$ cat src/rtl/sfr_pkg.sv
package sfr_pkg;
  typedef enum logic [2:0] {
    S_IDLE,
    S_START,
    S_DATA,
    S_PARITY,
    S_STOP
  } rx_state_e;

  localparam logic [1:0] PAR_EVEN = 2'b01;
  localparam logic [1:0] PAR_ODD  = 2'b10;

  function automatic logic parity_on(input logic [1:0] mode);
    return (mode == PAR_EVEN) || (mode == PAR_ODD);
  endfunction
endpackage

$ cat src/rtl/sfr_sync.sv
module sfr_sync #(
  parameter int STAGES = 2
) (
  input  logic clk,
  input  logic rst,
  input  logic d,
  output logic q
);
  logic [STAGES-1:0] ff;

  generate
    if (STAGES == 1) begin : g_one
      always_ff @(posedge clk) begin
        if (rst) ff <= 1'b1;
        else     ff <= d;
      end
    end else begin : g_chain
      always_ff @(posedge clk) begin
        if (rst) ff <= '1;
        else     ff <= {ff[STAGES-2:0], d};
      end
    end
  endgenerate

  assign q = ff[STAGES-1];
endmodule

$ cat src/rtl/sfr_ovs_counter.sv
module sfr_ovs_counter #(
  parameter int OVS = 16
) (
  input  logic clk,
  input  logic rst,
  input  logic tick,
  input  logic clr,
  output logic half_pt,
  output logic full_pt
);
  localparam int CW = $clog2(OVS);
  localparam logic [CW-1:0] HALF = CW'(OVS/2 - 1);
  localparam logic [CW-1:0] LAST = CW'(OVS - 1);

  logic [CW-1:0] cnt;

  always_ff @(posedge clk) begin
    if (rst || clr)  cnt <= '0;
    else if (tick)   cnt <= (cnt == LAST) ? '0 : cnt + 1'b1;
  end

  assign half_pt = tick && (cnt == HALF);
  assign full_pt = tick && (cnt == LAST);
endmodule

$ cat src/rtl/sfr_shifter.sv
module sfr_shifter #(
  parameter int MAX_BITS = 9,
  parameter int LW = 4
) (
  input  logic                clk,
  input  logic                rst,
  input  logic                clr,
  input  logic                shift,
  input  logic                bit_in,
  input  logic [LW-1:0]       len,
  output logic [MAX_BITS-1:0] word,
  output logic                par_xor
);
  logic [MAX_BITS-1:0] sh;
  logic [LW-1:0]       shamt;

  always_ff @(posedge clk) begin
    if (rst || clr) sh <= '0;
    else if (shift) sh <= {bit_in, sh[MAX_BITS-1:1]};
  end

  // bits enter at the top; the first (LSB) ends lowest after len shifts
  assign shamt   = LW'(MAX_BITS) - len;
  assign word    = sh >> shamt;
  assign par_xor = ^sh;
endmodule

$ cat src/rtl/serial_frame_rx.sv
module serial_frame_rx
  import sfr_pkg::*;
#(
  parameter int OVS         = 16,
  parameter int MAX_BITS    = 9,
  parameter int MIN_BITS    = 5,
  parameter int SYNC_STAGES = 2,
  localparam int LW         = $clog2(MAX_BITS + 1)
) (
  input  logic                clk,
  input  logic                rst,
  input  logic                tick,
  input  logic                rx,
  input  logic [LW-1:0]       char_len,
  input  logic [1:0]          parity_mode,
  output logic [MAX_BITS-1:0] rx_data,
  output logic                rx_valid,
  output logic                frame_err,
  output logic                parity_err
);
  rx_state_e           state;
  logic                rx_s;
  logic                half_pt, full_pt, cnt_clr;
  logic                sh_clr, sh_go, par_xor, par_bit;
  logic [LW-1:0]       len_eff, bit_idx;
  logic [MAX_BITS-1:0] word;
  logic                par_en, par_odd;

  sfr_sync #(.STAGES(SYNC_STAGES)) u_sync (
    .clk(clk), .rst(rst), .d(rx), .q(rx_s)
  );

  sfr_ovs_counter #(.OVS(OVS)) u_cnt (
    .clk(clk), .rst(rst), .tick(tick), .clr(cnt_clr),
    .half_pt(half_pt), .full_pt(full_pt)
  );

  sfr_shifter #(.MAX_BITS(MAX_BITS), .LW(LW)) u_shift (
    .clk(clk), .rst(rst), .clr(sh_clr), .shift(sh_go), .bit_in(rx_s),
    .len(len_eff), .word(word), .par_xor(par_xor)
  );

  always_comb begin
    if (char_len < LW'(MIN_BITS))      len_eff = LW'(MIN_BITS);
    else if (char_len > LW'(MAX_BITS)) len_eff = LW'(MAX_BITS);
    else                               len_eff = char_len;
  end

  assign par_en  = parity_on(parity_mode);
  assign par_odd = (parity_mode == PAR_ODD);
  assign cnt_clr = (state == S_IDLE) || ((state == S_START) && half_pt);
  assign sh_clr  = (state == S_IDLE);
  assign sh_go   = (state == S_DATA) && full_pt;

  always_ff @(posedge clk) begin
    if (rst) begin
      state      <= S_IDLE;
      bit_idx    <= '0;
      par_bit    <= 1'b0;
      rx_data    <= '0;
      rx_valid   <= 1'b0;
      frame_err  <= 1'b0;
      parity_err <= 1'b0;
    end else begin
      rx_valid   <= 1'b0;
      frame_err  <= 1'b0;
      parity_err <= 1'b0;
      case (state)
        S_IDLE: begin
          bit_idx <= '0;
          if (tick && !rx_s) state <= S_START;
        end
        S_START: begin
          if (half_pt) state <= rx_s ? S_IDLE : S_DATA;
        end
        S_DATA: begin
          if (full_pt) begin
            bit_idx <= bit_idx + 1'b1;
            if (bit_idx == len_eff - 1'b1)
              state <= par_en ? S_PARITY : S_STOP;
          end
        end
        S_PARITY: begin
          if (full_pt) begin
            par_bit <= rx_s;
            state   <= S_STOP;
          end
        end
        S_STOP: begin
          if (full_pt) begin
            rx_valid   <= 1'b1;
            rx_data    <= word;
            frame_err  <= !rx_s;
            parity_err <= par_en && ((par_xor ^ par_odd) != par_bit);
            state      <= S_IDLE;
          end
        end
        default: state <= S_IDLE;
      endcase
    end
  end
endmodule

$ cat config.mk
export PLATFORM = sky130hd
export DESIGN_NAME = serial_frame_rx
export DESIGN_NICKNAME = d
export VERILOG_FILES = /design/src/rtl/sfr_pkg.sv /design/src/rtl/sfr_sync.sv /design/src/rtl/sfr_ovs_counter.sv /design/src/rtl/sfr_shifter.sv /design/src/rtl/serial_frame_rx.sv
export SDC_FILE = /design/constraint.sdc
export NUM_CORES = 1
export LEC_CHECK = 0
export BUFFER_PORTS_ARGS = -buffer_cell sky130_fd_sc_hd__buf_2
export CAP_MARGIN = 20
export CORE_ASPECT_RATIO = 1.1
export CORE_UTILIZATION = 52
export CTS_BUF_LIST = sky130_fd_sc_hd__clkbuf_8 sky130_fd_sc_hd__clkbuf_16
export DETAILED_ROUTE_END_ITERATION = 12
export PLACE_DENSITY_LB_ADDON = 0.3
export SLEW_MARGIN = 20
export SYNTH_ARGS = -nofsm -noshare
export SYNTH_HDL_FRONTEND = slang
export SYNTH_SLANG_ARGS = --single-unit
$ cat constraint.sdc
create_clock -name clk -period 2.35 [get_ports clk]
set_clock_uncertainty 0.15 [all_clocks]
set_input_delay 0.47 -clock clk [delete_from_list [all_inputs] [get_ports clk]]
set_output_delay 0.47 -clock clk [all_outputs]
set_load 0.03 [all_outputs]
==> summary.md <==
| Metric | Value |
|---|---|
| Outcome | `finished clean` |
| Drt via density | `around 5.6` |
| Sequential cell area fraction in the yosys report | `0.3467` |
| Worst EP required | `approximately 2400 ps` |
| Worst reg-to-reg setup slack | `around 270 ps` |
| Final slew viol count | `0` |
| Area grow syn2layout | `14.74%` |
| CP peak stage delay | `540 ps` |
| Yosys top cell by area | `dfxtp_1` |
| Die Span Y | `around 67 um` |
| Die area | `a little over 4000 sq um` |
| DRC violations left | `0` |
| Final WS setup | `210.0 ps` |
| Final min period | `around 2100 ps` |
| Finished Layout Cells | `about 320` |
| Htree depth | `2` |
| Fmax | `0.4673 GHz` |
| Post-DRT Antenna Nets | `0` |
| Post-DP HPWL | `roughly 3.1 mm` |
| Initial core utilization | `0.5486` |
| Commonest non-fill, non-tap cell in the layout | `dfxtp_1` |
| Relative slew margins | `0.7082` |
| Yosys cell types | `52` |
| First-pass GRT wire length | `around 6.8 mm` |
| Avg WL per Cell | `roughly 13 um` |
| RSZ-0062 raised after global routing | `false` |
| First-pass DRT Iterations | `4` |
| Syn avg cell area | `around 8.1 sq um` |
| Max-cap violation count | `0` |
| Die width | `61.44 um` |
| DR vias | `approximately 1800` |
| Antenna cells | `0` |
| Area share of the largest cell type after synthesis | `0.3467` |
| Asr flop ratio synth | `0` |
| Leakage Power | `roughly 0.94 nW` |
| Post-synth EDFFs | `0` |
| Global route total overflow | `0` |
| NumNets Final | `286` |
| Hold Path Class | `in -> reg` |
| I/O Buffers | `21` |
| Area of the core | `~3700 sq um` |
| Post-synth net total | `approximately 270` |
| Top cells by area, synth | `dfxtp_1 (35%), a21oi_1 (5.9%), nand2_1 (5.9%)` |
| Crit share post-route | `0.9107` |
| Clk_lat worst skew | `about 280 ps` |
| Cts bufs inserted | `5` |
| CP max FO | `2` |
| CP delay by family, top | `simple AND/OR/NAND/NOR gates` |
| Vias in the first global route | `between 1500 and 2000` |
| Mapped cell area | `around 2000 sq um` |
| Routed WL | `between 4 and 5 mm` |
| Num Clock Sinks | `35` |
| Initial antenna violation count | `0` |
| Post-CTS Resized | `0` |
| GRT Resource Usage Total | `0.2204` |
| CTS Root Cell | `clkbuf_8` |
| Post-CTS Setup Bufs | `0` |
| TNS Setup | `0 ps` |
| Share of layout cells above drive strength 1 | `0.2022` |
| Actual slew at the worst max-slew pin | `roughly 430 ps` |
| Clock slew at reported path FFs | `~70 ps` |
| Post-Syn Instances | `250` |
| Pwr Density | `approximately 560 nW/um^2` |
| Crit. End Element | `flop` |
| Critical Path Source Type | `input pin` |
| Max VDD drop | `approximately 0.37 mV` |
| CP cell instances | `buf_2 > or4b_4 > nand2_2 > ha_1 > xnor3_1 > a31oi_4 > nand3_2 > o31ai_1 > a21o_1` |
| DR iter-0 viols | `126` |
| DP Worst Slack | `-74.94 ps` |
| Slowest CP cell | `or4b_4` |
| Worst-case clock buffer depth | `2` |
| Hold Buf Count CTS | `0` |
| Final setup viols | `0` |
| Crit Path Class | `in -> reg` |
| Synth Warn # | `0` |
| Rows | `23` |
| Most common flop cell mapped by yosys | `dfxtp_1` |
| Final Hold Fails | `0` |
| # IOs | `22` |
| Buffers plus inverters on the worst setup path | `1` |
| Most frequent cells in the layout | `dfxtp_1 (35), nand2_1 (32), nor2_1 (24), a21oi_1 (24), buf_2 (21)` |
| Largest net degree at the start of global routing | `19` |
| Dpl cells | `between 300 and 400` |
| CP arrival | `around 2200 ps` |
| CTS tree | `built` |
| Post-synthesis register bit count | `35` |
| # fillers | `between 300 and 400` |
| Final GP Congestion | `0.8665` |
## synth_stat cells (2+ instances only)
cell,number
a211oi_1,5
a21o_1,2
a21oi_1,24
a22oi_1,5
a311oi_1,3
and3_1,3
and4_1,2
buf_2,4
buf_4,2
clkbuf_1,14
dfxtp_1,35
ha_1,5
inv_1,7
mux2_2,2
mux2i_1,8
nand2_1,32
nand3_1,6
nand4_1,2
nor2_1,24
nor2b_1,3
nor3_1,10
o21ai_0,4
o21ai_1,2
o22ai_1,3
or2_2,2
or3_1,2
xnor2_1,11
xor2_1,4
## where the power goes
| part | switching, mW | total, mW | internal, mW | leakage [nW] |
|---|---|---|---|---|
| Sequential | 0.00954 | 0.608 | 0.598 | 0.282 |
| Clock | 0.214 | 0.563 | 0.349 | 0.0618 |
| Combinational | 0.0733 | 0.131 | 0.0580 | 0.597 |
| Total | 0.297 | 1.30 | 1.00 | 0.942 |
## worst reg2reg max path, delay by kind of cell, from the launching register on
| kind | cells | cell delay, ps |
|---|---|---|
| flip-flops | 1 | 400 |
| AO/OA/AOI/OAI | 1 | 140 |
| adder cells (fa/ha/maj) | 1 | 280 |
| AND/OR/NAND/NOR | 3 | 790 |
| buffers and inverters | 1 | 240 |
## cells by family after synthesis
| logic type | Yosys count | synth area share |
|---|---|---|
| flops | 35 | 0.3467 |
| mux | 10 | 0.05077 |
| compound gates | 57 | 0.1876 |
| simple gates | 97 | 0.2384 |
| fa+ha+maj | 6 | 0.03591 |
| xor+xnor | 16 | 0.07616 |
| buf+inv | 29 | 0.06439 |
## state kept, by name, indices dropped and copies added, names as in the netlist
signal,flops
rx_data,9
u_shift.sh,9
bit_idx,4
u_cnt.cnt,4
state,3
u_sync.ff,2
frame_err,1
par_bit,1
parity_err,1
rx_valid,1
## routing by layer
metal  global-route usage  up-vias  routed length, um
li1                     -      919                  -
met1               0.2778      842               1893
met2               0.3764       49               2068
met3              0.04023        5                185
met4              0.06944        0                 45
met5                    0        -                  0
## final timing paths
kind / cells past startpoint / to / from
max: 9 / state[2] / char_len[2]
min: 2 / u_sync.ff[0] / rx
max reg2reg: 6 / u_shift.sh[3] / u_cnt.cnt[0]
min reg2reg: 1 / u_sync.ff[1] / u_sync.ff[0]
## stage by stage
step	hold WS, ps	power [mW]	instance area (sq um)	util
2_1_floorplan	239.5	0.7113	2021	-
3_3_place_gp	243.6	0.7487	2197	0.5965
3_5_place_dp	254.9	0.7506	2197	0.5965
4_1_cts	213.3	1.312	2318	0.6294
5_1_grt	216.1	1.356	2318	0.6294
6_report	217.5	1.302	2318	0.6294
## cell type report
| class | count | area (sq um) | share of cell area |
|---|---|---|---|
| clock buffers | 6 | 82.58 | 0.03562 |
| clock inverters | 2 | 38.79 | 0.01673 |
| multi-input cells | 186 | 1190 | 0.5132 |
| flip-flops and latches | 35 | 700.7 | 0.3022 |
| inverters | 7 | 26.28 | 0.01133 |
| well taps | 50 | 62.56 | 0.02698 |
| repair buffers | 36 | 217.7 | 0.09390 |
No activity file was read; power rests on OpenSTA's default activity.
